--- config.mk ---
export PLATFORM = sky130hd
export DESIGN_NAME = bcd_acc_alu
export DESIGN_NICKNAME = d
export VERILOG_FILES = /design/src/rtl/acc_alu_pkg.sv /design/src/rtl/accAluCore.sv /design/src/rtl/accDatapath.sv /design/src/rtl/accControl.sv /design/src/rtl/bcd_acc_alu.sv
export SDC_FILE = /design/constraint.sdc
export NUM_CORES = 1
export LEC_CHECK = 0
export BUFFER_PORTS_ARGS = -buffer_cell sky130_fd_sc_hd__buf_4
export CAP_MARGIN = 20
export CORE_UTILIZATION = 25
export DETAILED_ROUTE_END_ITERATION = 10
export GPL_ROUTABILITY_DRIVEN = 1
export PLACE_DENSITY = 0.53
export SLEW_MARGIN = 15
export SYNTH_ARGS = -nofsm -noshare
export SYNTH_HDL_FRONTEND = slang
export SYNTH_SLANG_ARGS = --single-unit
--- constraint.sdc ---
create_clock -name clk -period 3.3 [get_ports clk]
set_input_delay 0.33 -clock clk [delete_from_list [all_inputs] [get_ports clk]]
set_output_delay 0.33 -clock clk [all_outputs]
set_load 0.05 [all_outputs]
--- src/rtl/acc_alu_pkg.sv ---
`timescale 1ns/1ps
package acc_alu_pkg;
  localparam int DATA_W = 8;
  localparam int NIB_W  = 4;
  localparam int PAIR_W = 2 * DATA_W;
  localparam int OP_W   = 4;

  typedef enum logic [OP_W-1:0] {
    OP_ADD  = 4'd0,  OP_ADC = 4'd1,  OP_SUB = 4'd2,  OP_SBC = 4'd3,
    OP_CMP  = 4'd4,  OP_AND = 4'd5,  OP_OR  = 4'd6,  OP_XOR = 4'd7,
    OP_INC  = 4'd8,  OP_DEC = 4'd9,  OP_DAA = 4'd10, OP_CPL = 4'd11,
    OP_SCF  = 4'd12, OP_CCF = 4'd13, OP_PADD = 4'd14, OP_NOP = 4'd15
  } aluOp_t;

  typedef struct packed {
    logic z;
    logic n;
    logic h;
    logic c;
  } flags_t;

  typedef struct packed {
    logic byteOp;
    logic pairLo;
    logic pairHi;
  } ctlStrobe_t;
endpackage

--- src/rtl/accAluCore.sv ---
`timescale 1ns/1ps
module accAluCore
  import acc_alu_pkg::*;
(
  input  aluOp_t            op,
  input  logic [DATA_W-1:0] accIn,
  input  logic [DATA_W-1:0] operand,
  input  flags_t            flagsIn,
  output logic [DATA_W-1:0] accNew,
  output flags_t            flagsNew,
  output logic              writeAcc
);
  logic              carryIn;
  logic [DATA_W:0]   addSum, subDiff, daaUp;
  logic [NIB_W:0]    addNib, subNib;
  logic              daaUpCarry;
  logic [DATA_W-1:0] daaDown;

  always_comb begin
    carryIn = ((op == OP_ADC) || (op == OP_SBC)) && flagsIn.c;
    addSum  = {1'b0, accIn} + {1'b0, operand} + (DATA_W+1)'(carryIn);
    addNib  = {1'b0, accIn[NIB_W-1:0]} + {1'b0, operand[NIB_W-1:0]} + (NIB_W+1)'(carryIn);
    subDiff = {1'b0, accIn} - {1'b0, operand} - (DATA_W+1)'(carryIn);
    subNib  = {1'b0, accIn[NIB_W-1:0]} - {1'b0, operand[NIB_W-1:0]} - (NIB_W+1)'(carryIn);
  end

  // decimal correction, additive and subtractive branches
  always_comb begin
    daaUp = {1'b0, accIn};
    if ((accIn[NIB_W-1:0] > 4'd9) || flagsIn.h)
      daaUp = daaUp + 9'h006;
    daaUpCarry = (daaUp[DATA_W:NIB_W] > 5'd9) || flagsIn.c;
    if (daaUpCarry)
      daaUp = daaUp + 9'h060;
    daaDown = accIn + (flagsIn.h ? 8'hFA : 8'h00) + (flagsIn.c ? 8'hA0 : 8'h00);
  end

  always_comb begin
    accNew   = accIn;
    flagsNew = flagsIn;
    writeAcc = 1'b0;
    unique case (op)
      OP_ADD, OP_ADC: begin
        accNew     = addSum[DATA_W-1:0];
        flagsNew.n = 1'b0;
        flagsNew.h = addNib[NIB_W];
        flagsNew.c = addSum[DATA_W];
        flagsNew.z = (accNew == '0);
        writeAcc   = 1'b1;
      end
      OP_SUB, OP_SBC, OP_CMP: begin
        accNew     = subDiff[DATA_W-1:0];
        flagsNew.n = 1'b1;
        flagsNew.h = subNib[NIB_W];
        flagsNew.c = subDiff[DATA_W];
        flagsNew.z = (accNew == '0);
        writeAcc   = (op != OP_CMP);
      end
      OP_AND, OP_OR, OP_XOR: begin
        accNew     = (op == OP_AND) ? (accIn & operand) :
                     (op == OP_OR)  ? (accIn | operand) : (accIn ^ operand);
        flagsNew.n = 1'b0;
        flagsNew.h = (op == OP_AND);
        flagsNew.c = 1'b0;
        flagsNew.z = (accNew == '0);
        writeAcc   = 1'b1;
      end
      OP_INC: begin
        accNew     = accIn + 8'd1;
        flagsNew.n = 1'b0;
        flagsNew.h = (accIn[NIB_W-1:0] == 4'hF);
        flagsNew.z = (accNew == '0);
        writeAcc   = 1'b1;
      end
      OP_DEC: begin
        accNew     = accIn - 8'd1;
        flagsNew.n = 1'b1;
        flagsNew.h = (accIn[NIB_W-1:0] == 4'h0);
        flagsNew.z = (accNew == '0);
        writeAcc   = 1'b1;
      end
      OP_DAA: begin
        accNew     = flagsIn.n ? daaDown : daaUp[DATA_W-1:0];
        flagsNew.c = flagsIn.n ? flagsIn.c : daaUpCarry;
        flagsNew.h = 1'b0;
        flagsNew.z = (accNew == '0);
        writeAcc   = 1'b1;
      end
      OP_CPL: begin
        accNew     = ~accIn;
        flagsNew.n = 1'b1;
        flagsNew.h = 1'b1;
        writeAcc   = 1'b1;
      end
      OP_SCF, OP_CCF: begin
        flagsNew.c = (op == OP_SCF) ? 1'b1 : ~flagsIn.c;
        flagsNew.n = 1'b0;
        flagsNew.h = 1'b0;
      end
      default: begin
        accNew   = accIn;
        flagsNew = flagsIn;
      end
    endcase
  end
endmodule

--- src/rtl/accDatapath.sv ---
`timescale 1ns/1ps
module accDatapath
  import acc_alu_pkg::*;
(
  input  logic              clk,
  input  logic              rstN,
  input  ctlStrobe_t        ctl,
  input  aluOp_t            op,
  input  logic [DATA_W-1:0] operand,
  input  logic [PAIR_W-1:0] pairBase,
  input  logic [PAIR_W-1:0] pairAddend,
  output logic [DATA_W-1:0] accOut,
  output logic [DATA_W-1:0] flagByte,
  output logic [PAIR_W-1:0] pairSum
);
  logic [DATA_W-1:0] accReg, accNew;
  flags_t            flagReg, flagsNew;
  logic              writeAcc;
  logic [PAIR_W-1:0] pairReg;
  logic              pairCarry;
  logic [DATA_W:0]   loSum, hiSum;
  logic [NIB_W:0]    hiNib;

  accAluCore uCore (
    .op       (op),
    .accIn    (accReg),
    .operand  (operand),
    .flagsIn  (flagReg),
    .accNew   (accNew),
    .flagsNew (flagsNew),
    .writeAcc (writeAcc)
  );

  always_comb begin
    loSum = {1'b0, pairBase[DATA_W-1:0]} + {1'b0, pairAddend[DATA_W-1:0]};
    hiSum = {1'b0, pairBase[PAIR_W-1:DATA_W]} + {1'b0, pairAddend[PAIR_W-1:DATA_W]}
            + (DATA_W+1)'(pairCarry);
    hiNib = {1'b0, pairBase[DATA_W+NIB_W-1:DATA_W]} + {1'b0, pairAddend[DATA_W+NIB_W-1:DATA_W]}
            + (NIB_W+1)'(pairCarry);
  end

  always_ff @(posedge clk or negedge rstN) begin
    if (!rstN) begin
      accReg    <= '0;
      flagReg   <= '0;
      pairReg   <= '0;
      pairCarry <= 1'b0;
    end else begin
      if (ctl.byteOp) begin
        if (writeAcc) accReg <= accNew;
        flagReg <= flagsNew;
      end
      if (ctl.pairLo) begin
        pairReg[DATA_W-1:0] <= loSum[DATA_W-1:0];
        pairCarry           <= loSum[DATA_W];
      end
      if (ctl.pairHi) begin
        pairReg[PAIR_W-1:DATA_W] <= hiSum[DATA_W-1:0];
        flagReg.n <= 1'b0;
        flagReg.h <= hiNib[NIB_W];
        flagReg.c <= hiSum[DATA_W];
      end
    end
  end

  assign accOut   = accReg;
  assign flagByte = {flagReg.z, flagReg.n, flagReg.h, flagReg.c, {(DATA_W-NIB_W){1'b0}}};
  assign pairSum  = pairReg;
endmodule

--- src/rtl/accControl.sv ---
`timescale 1ns/1ps
module accControl
  import acc_alu_pkg::*;
(
  input  logic       clk,
  input  logic       rstN,
  input  logic       start,
  input  aluOp_t     op,
  output ctlStrobe_t ctl,
  output logic       busy
);
  typedef enum logic [1:0] {ST_IDLE, ST_LO, ST_HI} ctlState_t;
  ctlState_t state, stateNext;

  always_comb begin
    stateNext = state;
    unique case (state)
      ST_IDLE: if (start && (op == OP_PADD)) stateNext = ST_LO;
      ST_LO:   stateNext = ST_HI;
      ST_HI:   stateNext = ST_IDLE;
      default: stateNext = ST_IDLE;
    endcase
  end

  always_ff @(posedge clk or negedge rstN) begin
    if (!rstN) state <= ST_IDLE;
    else       state <= stateNext;
  end

  always_comb begin
    ctl        = '0;
    ctl.byteOp = (state == ST_IDLE) && start && (op != OP_PADD);
    ctl.pairLo = (state == ST_LO);
    ctl.pairHi = (state == ST_HI);
  end

  assign busy = (state != ST_IDLE);
endmodule

--- src/rtl/bcd_acc_alu.sv ---
`timescale 1ns/1ps
module bcd_acc_alu
  import acc_alu_pkg::*;
(
  input  logic              clk,
  input  logic              rstN,
  input  logic              start,
  input  logic [OP_W-1:0]   opSel,
  input  logic [DATA_W-1:0] operand,
  input  logic [PAIR_W-1:0] pairBase,
  input  logic [PAIR_W-1:0] pairAddend,
  output logic [DATA_W-1:0] accOut,
  output logic [DATA_W-1:0] flagsOut,
  output logic [PAIR_W-1:0] pairSum,
  output logic              busy
);
  aluOp_t     opCode;
  ctlStrobe_t ctl;

  assign opCode = aluOp_t'(opSel);

  accControl uCtl (
    .clk   (clk),
    .rstN  (rstN),
    .start (start),
    .op    (opCode),
    .ctl   (ctl),
    .busy  (busy)
  );

  accDatapath uDp (
    .clk        (clk),
    .rstN       (rstN),
    .ctl        (ctl),
    .op         (opCode),
    .operand    (operand),
    .pairBase   (pairBase),
    .pairAddend (pairAddend),
    .accOut     (accOut),
    .flagByte   (flagsOut),
    .pairSum    (pairSum)
  );
endmodule

# ---- Word-level counts from Yosys, hierarchy flattened
# Index checks and enable logic that the tools add are counted.
dict set report word_totals {
  ff_bits 31
}
dict set report op_classes {
  n_addsub 19
  order_cmp 2
  n_eq_ne 21
  n_mux 19
  bitwise_logic 5
  reduce_logical 36
}
# operator n
set op_table {}
lappend op_table {{one-hot mux 8 bit (7 select lines)} 1}
lappend op_table {{logical NOT 8 bit} 6}
lappend op_table {{two-way mux 8 bit} 6}
lappend op_table {{equality test 4 bit, second input constant} 8}
lappend op_table {{adder 8 x 8 -> 9 bit} 3}
lappend op_table {{adder 9 x 1 -> 9 bit} 2}
lappend op_table {{adder 8 bit} 2}
lappend op_table {{equality test 4 x 3 -> 1 bit, second input constant} 4}
lappend op_table {{nonzero test 6 bit} 2}
lappend op_table {{adder 4 x 4 -> 5 bit} 2}
lappend op_table {{adder 5 x 1 -> 5 bit} 2}
lappend op_table {{adder 8 x 3 -> 9 bit, second input constant} 1}
lappend op_table {{two-way mux 9 bit} 1}
lappend op_table {{OR reduction 3 bit} 3}
lappend op_table {{OR reduction 9 bit} 1}
lappend op_table {{subtractor 8 x 8 -> 9 bit} 1}
lappend op_table {{subtractor 9 x 1 -> 9 bit} 1}
lappend op_table {{adder 8 x 1 -> 8 bit, second input constant} 1}
lappend op_table {{adder 8 x 7 -> 8 bit, second input constant} 1}
lappend op_table {{bitwise AND 8 bit} 1}
lappend op_table {{equality test 4 x 2 -> 1 bit, second input constant} 2}
lappend op_table {{logical NOT 4 bit} 2}
lappend op_table {{inverter 8 bit} 1}
lappend op_table {{bitwise OR 8 bit} 1}
lappend op_table {{34 further kinds} 47}

# ---- Logic depth before layout (Yosys ltp)
# Gate-level depths: netlist of run 1.
dict set report logic_depth {
  ltp_word 9
  depth_mapped 16
  ltp_nobuf 14
}

# ---- By module
# From an unflattened synthesis of run 1, not the netlist that was laid out.
dict set report hier_totals {
  hier_cells 605
  hier_area_um2 4934.7
}
# mod instances cells_per_inst area_per_inst_um2 seq_area_each_um2
set by_module_without_submodules {}
lappend by_module_without_submodules {accAluCore 1 435 3047.9 0.0}
lappend by_module_without_submodules {accDatapath 1 159 1765.4 725.7}
lappend by_module_without_submodules {accControl 1 11 121.4 50.0}

# ---- Worst setup path after synthesis of run 1
# No wires, ideal clock.
dict set report synth_timing {
  path_kind {flip-flop to flip-flop}
  from {reg uDp.accReg[1] (netlist: uDp.accOut[1])}
  to {reg uDp.accReg[6] (netlist: uDp.accOut[6])}
  setup_ns 0.094
  arrival_ns 3.704
  t_required_ns 3.206
  setup_slack_ns -0.497
  path_stages_with_launch 15
  synth_period_minus_slack_ns 3.797
  cell_sequence {dfrtp_1 > inv_1 > ha_1 > o21bai_4 > o21a_1 > nand3_1 > xnor2_1 > ha_1 > nor2b_1 > mux2i_1 > o211ai_2 > o2111a_1 > nor3_1 > nand2_1 > a221oi_2}
}
dict set report synth_between {
  elab_chain_len 8
  word_cells_on_any_way 18
}
# item line
set synth_rtl {}
lappend synth_rtl {{start: declaration} accDatapath.sv:16} ;# logic [DATA_W-1:0] accReg, accNew;
lappend synth_rtl {{start signal: assignment} accDatapath.sv:50} ;# if (writeAcc) accReg <= accNew;
lappend synth_rtl {{parallel branches: the longest is 7 deep, another holds adder 8 x 3 -> 9 bit} -}
lappend synth_rtl {{one-hot mux 8 bit (7 select lines) (*)} accAluCore.sv:42} ;# unique case (op)
# Every way passes the cells marked *.
# A chain may end at the register's enable or synchronous reset.

# ---- Worst setup path after layout of run 1
dict set report layout_timing {
  from {reg uDp.flagReg, in the netlist uDp.flagByte[4]}
  to {reg uDp.flagReg, in the netlist uDp.flagByte[4]}
}
dict set report layout_between {
  elab_chain_len 5
  word_cells_on_any_way 10
}
# item line
set layout_rtl {}
lappend layout_rtl {{start: declaration} accDatapath.sv:17} ;# flags_t flagReg, flagsNew;
lappend layout_rtl {{start signal: assignment} accDatapath.sv:51} ;# flagReg <= flagsNew;
lappend layout_rtl {{logical AND 1 bit (tied with other cells)} accAluCore.sv:20} ;# carryIn = ((op == OP_ADC) || (op == OP_SBC)) && flagsIn.c;
lappend layout_rtl {{subtractor 9 x 1 -> 9 bit (tied with other cells)} accAluCore.sv:23} ;# subDiff = {1'b0, accIn} - {1'b0, operand} - (DATA_W+1)'(carryIn);
lappend layout_rtl {{one-hot mux 1 bit (5 select lines) (*)} accAluCore.sv:42}
lappend layout_rtl {{two-way mux 3 bit (*)} accDatapath.sv:49} ;# if (ctl.byteOp) begin
lappend layout_rtl {{two-way mux 3 bit (*)} accDatapath.sv:57} ;# if (ctl.pairHi) begin
# Mark *: on every way between the ends. The rest lies on a longest branch, timed or not. The select of a mux whose other input is x is not followed.

==> results_dict.tcl, run 1 <==
set metrics [dict create \
    die_area_um2 18500 \
    arrival_ns 3.29 \
    r2r-end "uDp.flagByte[4]" \
    cts-htree-levels 2 \
    critPathMaxStageDelay_ns 0.45 \
    finalNonFillerCells 892 \
    crit_end "uDp.flagByte[4]" \
    final_cell_mix "buf_4, ha_1, nand2_1, nor2_1, o21ai_0" \
    track_usage 0.153 \
    crit_path_start "uDp.flagByte[4]" \
    setup_tns_ns 0 \
    critPathMaxFanout 3 \
    area_delta_synth_final_pct 26.9 \
    dieHeight_um 136 \
    async_reset_ff_frac 1.00 \
    p_total_mw 4.98 \
    crit_type "reg -> reg" \
    clkLatencyLatePin_ns 0.28 \
    slowest_stage "fa_1" \
    numClockSinks 31 \
    fp-row-count 48 \
    dpl.cell_count 883 \
    fin_crit_sh 0.952 \
    synth_edf_count 0 \
    drtIter0Drc 270 \
    fin_area_um2 5690 \
    cp_num_cells 13 \
    ys_ff_latch 31 \
    dr_total_vias 4323 \
    p_per_area_nw_per_um2 875 \
    violations "hold timing" \
    cp_num_buf_inv 1 \
    postPlaceCellArea_um2 5480 \
    worst_slack_ns 0.157 \
    preCtsSetupSlack_ns 0.0668 \
    max_freq_ghz 0.318 \
    max-vdd-ir-drop_v 0.000312 \
    avgSynthCellArea_um2 7.77 \
    yosysUniqueCellTypes 65 \
    p_leak_nw 2.61 \
    fin_util 0.327 \
    io-pin-count 80 \
    port_buffers 75 \
    cts_tree "done" \
    routabilityCongestion 0.868 \
    hold_viol 5 \
    period_minus_slack_ns 3.14 \
    dr.pass1.iters 4 \
    grt_pass1_wl_um 22200 \
    hold-worst-slack_ns -0.00980 \
    wirelength_um 13700 \
    hp-class "in -> async" \
    r2r_cells 13 \
    layout-drive-gt1-share 0.214 \
    status "finished, violations left" \
    yosysWarnings 0 \
    final_common_cell "buf_4" \
    clk_pin_slew_ns 0.06 \
    synth-seq-area-share 0.173 \
    worstReg2RegStart "uDp.flagByte[4]" \
    worstMarginPinSlew_ns 0.600 \
    gr-total-overflow 0 \
    syn_inst 577 \
    syn_area_um2 4480 \
    antenna_found_initial 0 \
    synth_ff_type "dfrtp_1" \
    cts_root_buf "clkbuf_16" \
    grt_max_degree 32 \
    grt_pass1_vias 4275 \
    cp-start-kind "flop" \
    initial_core_util 0.257 \
    nNetsFinal 786 \
    drc_errors 0 \
    diodes 0 \
    ant_nets 0 \
    slew_viol_final 0 \
    numCtsBuffers 5 \
    worst_setup_path_end_kind "flop" \
    routed_via_density 4.85 \
    setup_viol 0 \
    place_hpwl_um 11200 \
    path_cells "nand2_1 > or3_1 > inv_1 > fa_1 > fa_1 > a211o_1 > o211ai_1 > a21oi_1 > or3_1 > o2111ai_1 > and3_1 > a31oi_1 > a2bb2oi_1" \
    required_ns 3.45 \
    routedWlPerCell_um 15.3 \
    slew_headroom 0.597 \
    clock_path_buffers 2 \
    core_area_um2 17400 \
    drv_cap 0 \
    finClkSkew_ns 0.00404 \
    fp.dieW_um 136 \
    critical_path.top_delay_family "compound AO/OA/AOI/OAI gates" \
    r2r_slack_ns 0.16 \
]
[cell usage after synthesis, types with 3 or more instances]
cell type | n | area share
a211oi_1 | 13 | 0.022
mux2_2 | 3 | 0.0075
a31oi_1 | 9 | 0.013
a21oi_1 | 43 | 0.048
a21o_1 | 8 | 0.013
o21bai_1 | 3 | 0.0050
and2_1 | 3 | 0.0042
xnor2_1 | 30 | 0.059
buf_4 | 4 | 0.0067
nor2b_1 | 12 | 0.017
dfrtp_1 | 31 | 0.17
nor3b_1 | 3 | 0.0050
a21boi_0 | 3 | 0.0050
inv_1 | 42 | 0.035
fa_1 | 8 | 0.036
nand2_1 | 50 | 0.042
or3_1 | 6 | 0.0084
ha_1 | 65 | 0.18
mux2i_1 | 5 | 0.011
clkbuf_1 | 23 | 0.019
and3_1 | 6 | 0.0084
nand3_1 | 11 | 0.012
o22ai_1 | 5 | 0.0070
nor4_1 | 3 | 0.0042
a221oi_1 | 5 | 0.0098
o211ai_1 | 8 | 0.013
nor2_1 | 48 | 0.040
buf_2 | 5 | 0.0056
nor3_1 | 11 | 0.012
o21a_1 | 6 | 0.010
nand2b_1 | 7 | 0.0098
xor2_1 | 14 | 0.027
o31ai_1 | 3 | 0.0050
o21ai_0 | 47 | 0.052
[registers in the layout, indices dropped and copies added (netlist names)]
name           cells
uCtl.state         2
uDp.flagByte       4
uDp.accOut         8
uDp.pairCarry      1
uDp.pairSum       16
[per-layer routing]
metal,share of wire,wire [µm],track usage
met1,0.46,6260,0.203
met2,0.46,6330,0.253
met3,0.060,824,0.0313
met4,0.019,254,0.0364
met5,0,0,0
[worst min-delay path by stage]
stage	from	end	slack [ns]
2_1_floorplan	rstN	uCtl.state[0]	0.03
3_3_place_gp	rstN	uDp.accOut[4]	0.31
3_5_place_dp	rstN	uDp.accOut[7]	0.31
4_1_cts	rstN	uDp.accOut[4]	0.01
5_1_grt	rstN	uDp.accOut[7]	0.02
6_report	rstN	uDp.accOut[6]	-0.01
[logic make-up after synthesis]
| logic type | synth area share |
|---|---|
| mux | 0.0220 |
| flops | 0.173 |
| simple gates | 0.179 |
| buf+inv | 0.0692 |
| compound gates | 0.253 |
| fa+ha+maj | 0.217 |
| xor+xnor | 0.0859 |
| other cells | 0.000836 |
[report_power, final]
group	internal, mW	switching (mW)	total, mW	leakage (nW)
clock	0.356	0.188	0.544	0.0838
combinational	1.54	2.27	3.81	2.15
sequential	0.502	0.123	0.625	0.367
total	2.40	2.58	4.98	2.61
[repair_timing]
action	4_1_cts	5_1_grt
resized for setup	0	7
hold buffers	0	0
setup buffers	0	1
endpoints found under the setup margin	0	5
[cell type report]
class	instances	area, µm²
Timing Repair Buffer	112	841
Multi-Input combinational cell	474	3460
Clock buffer	5	125
Fill cell	1898	11700
Tap cell	225	282
Sequential cell	31	783
Clock inverter	3	43.8
Inverter	42	161
(Power assumes the default switching activity.)
==> run 2: changes to the inputs <==
--- a/config.mk
+++ b/config.mk
@@ -7,10 +7,12 @@
 export LEC_CHECK = 0
 export BUFFER_PORTS_ARGS = -buffer_cell sky130_fd_sc_hd__buf_4
 export CAP_MARGIN = 20
-export CORE_UTILIZATION = 25
+export CORE_ASPECT_RATIO = 0.6
+export CORE_MARGIN = 4
+export CORE_UTILIZATION = 35
 export DETAILED_ROUTE_END_ITERATION = 10
 export GPL_ROUTABILITY_DRIVEN = 1
-export PLACE_DENSITY = 0.53
+export PLACE_DENSITY = 0.66
 export SLEW_MARGIN = 15
 export SYNTH_ARGS = -nofsm -noshare
 export SYNTH_HDL_FRONTEND = slang
==> run 2 against run 1 <==
The run still ends with hold timing left; critical path type unchanged; core utilization up 13 points; combinational power up 4%; sequential power up 2%; largest cell class unchanged; final cell count down 6.7%; largest power group unchanged; global-route usage up 5.4 points; setup slack worse by 0.042 ns.
==> results_dict.tcl, run 2 (synthesis results as in run 1) <==
set metrics [dict create \
    dr_total_vias 4672 \
    r2r-end "uDp.flagByte[4]" \
    cp_num_buf_inv 1 \
    fin_crit_sh 0.965 \
    worstReg2RegStart "uDp.accOut[0]" \
    cts-htree-levels 2 \
    final_cell_mix "buf_4, ha_1, nand2_1, nor2_1, o21ai_0" \
    antenna_found_initial 0 \
    largest_register_ffs 16 \
    p_total_mw 5.08 \
    max-vdd-ir-drop_v 0.000407 \
    gr-total-overflow 0 \
    hold-worst-slack_ns -0.0144 \
    drtIter0Drc 468 \
    fin_util 0.455 \
    diodes 0 \
    crit_type "reg -> reg" \
    cp_num_cells 11 \
    status "finished, violations left" \
    worst_slack_ns 0.116 \
    grt_max_degree 32 \
    critPathMaxFanout 9 \
    p_per_area_nw_per_um2 908 \
    place_hpwl_um 12800 \
    ant_nets 0 \
    clk_pin_slew_ns 0.06 \
    area_delta_synth_final_pct 24.7 \
    slowest_stage "dfrtp_4" \
    nNetsFinal 787 \
    drv_cap 0 \
    path_cells "buf_4 > fa_1 > fa_2 > a211o_1 > o211ai_1 > a21oi_1 > or3_1 > o2111ai_1 > and3_1 > a31oi_1 > a2bb2oi_1" \
    fin_area_um2 5590 \
    grt_pass1_vias 4221 \
    cts_hold_buffers 0 \
    cts_root_buf "clkbuf_16" \
    wirelength_um 15600 \
    dieHeight_um 95.7 \
    drc_errors 0 \
    numCtsBuffers 5 \
    die_area_um2 14700 \
    r2r_cells 11 \
    clock_path_buffers 2 \
    cts_tree "done" \
    io-pin-count 80 \
    core_area_um2 12300 \
    finClkSkew_ns 0.00896 \
    r2r_slack_ns 0.12 \
    hp-class "in -> async" \
    layout-drive-gt1-share 0.213 \
    max_freq_ghz 0.314 \
    cp-start-kind "flop" \
    required_ns 3.45 \
    arrival_ns 3.33 \
    fp.dieW_um 154 \
    critical_path.top_delay_family "compound AO/OA/AOI/OAI gates" \
    grt_pass1_wl_um 23600 \
    slew_viol_final 0 \
    routabilityCongestion 1.02 \
    port_buffers 75 \
    clkLatencyLatePin_ns 0.29 \
    routedWlPerCell_um 18.8 \
    dr.pass1.iters 6 \
    setup_viol 0 \
    final_common_cell "buf_4" \
    p_leak_nw 2.60 \
    period_minus_slack_ns 3.18 \
    postPlaceCellArea_um2 5410 \
    numClockSinks 31 \
    num-fill-cells 1208 \
    routed_via_density 5.62 \
    preCtsSetupSlack_ns 0.0162 \
    hold_viol 5 \
    rsz0062_at_grt "yes" \
    fp-row-count 31 \
    worstMarginPinSlew_ns 0.696 \
    critPathMaxStageDelay_ns 0.51 \
    track_usage 0.207 \
    worst_setup_path_end_kind "flop" \
    slew_headroom 0.533 \
    initial_core_util 0.365 \
    violations "hold timing" \
]
run 2: cell types whose count changed in the layout (fill, tap and decap cells not counted), sizes merged:
cell	previous run	this run
buf	112	113
clkinv	2	1
bufinv	1	0
clkbuf	5	6
run 2: how the worst max path moves through the flow:
stage,start,end
5_1_grt,uDp.accOut[0],uDp.accOut[6]
4_1_cts,uDp.accOut[0],uDp.accOut[6]
6_report,uDp.accOut[0],uDp.flagByte[4]
3_3_place_gp,opSel[0],uDp.flagByte[4]
2_1_floorplan,uDp.accOut[1],uDp.accOut[6]
3_5_place_dp,uDp.accOut[0],uDp.accOut[6]
run 2: routing by layer:
metal  global-route usage  part of all wire  vias up
li1                     -                 -     2217
met1                0.322              0.49     2201
met2                0.274              0.38      234
met3               0.0703              0.11       20
met4               0.0316             0.012        0
met5                    0                 0        -
run 2: per-stage QoR:
| step | TNS [ns] | instances |
|---|---|---|
| after floorplan | -0.0000253 | 580 |
| after global placement | 0 | 823 |
| after detailed placement | 0 | 823 |
| after CTS | 0 | 830 |
| after global routing | -0.0205 | 832 |
| final | 0 | 832 |
run 2: layout make-up:
type	instances	area, µm²	area share
multi-input cells	474	3450	0.617
repair buffers	113	848	0.152
flip-flops and latches	31	783	0.140
well taps	165	206	0.0369
inverters	42	161	0.0289
clock buffers	6	139	0.0248
clock inverters	1	5.00	0.000895
run 2: report_power, final:
part / leakage [nW] / internal [mW] / switching [mW] / total [mW]
Sequential: 0.367 / 0.502 / 0.134 / 0.637
Clock: 0.0727 / 0.295 / 0.182 / 0.476
Combinational: 2.16 / 1.56 / 2.40 / 3.96
run 2: repair_timing:
action	in CTS	in global routing
resized for setup	1	7
buffers inserted	0	2
gates cloned	0	0
setup endpoints to repair	1	5
pin swaps	0	2
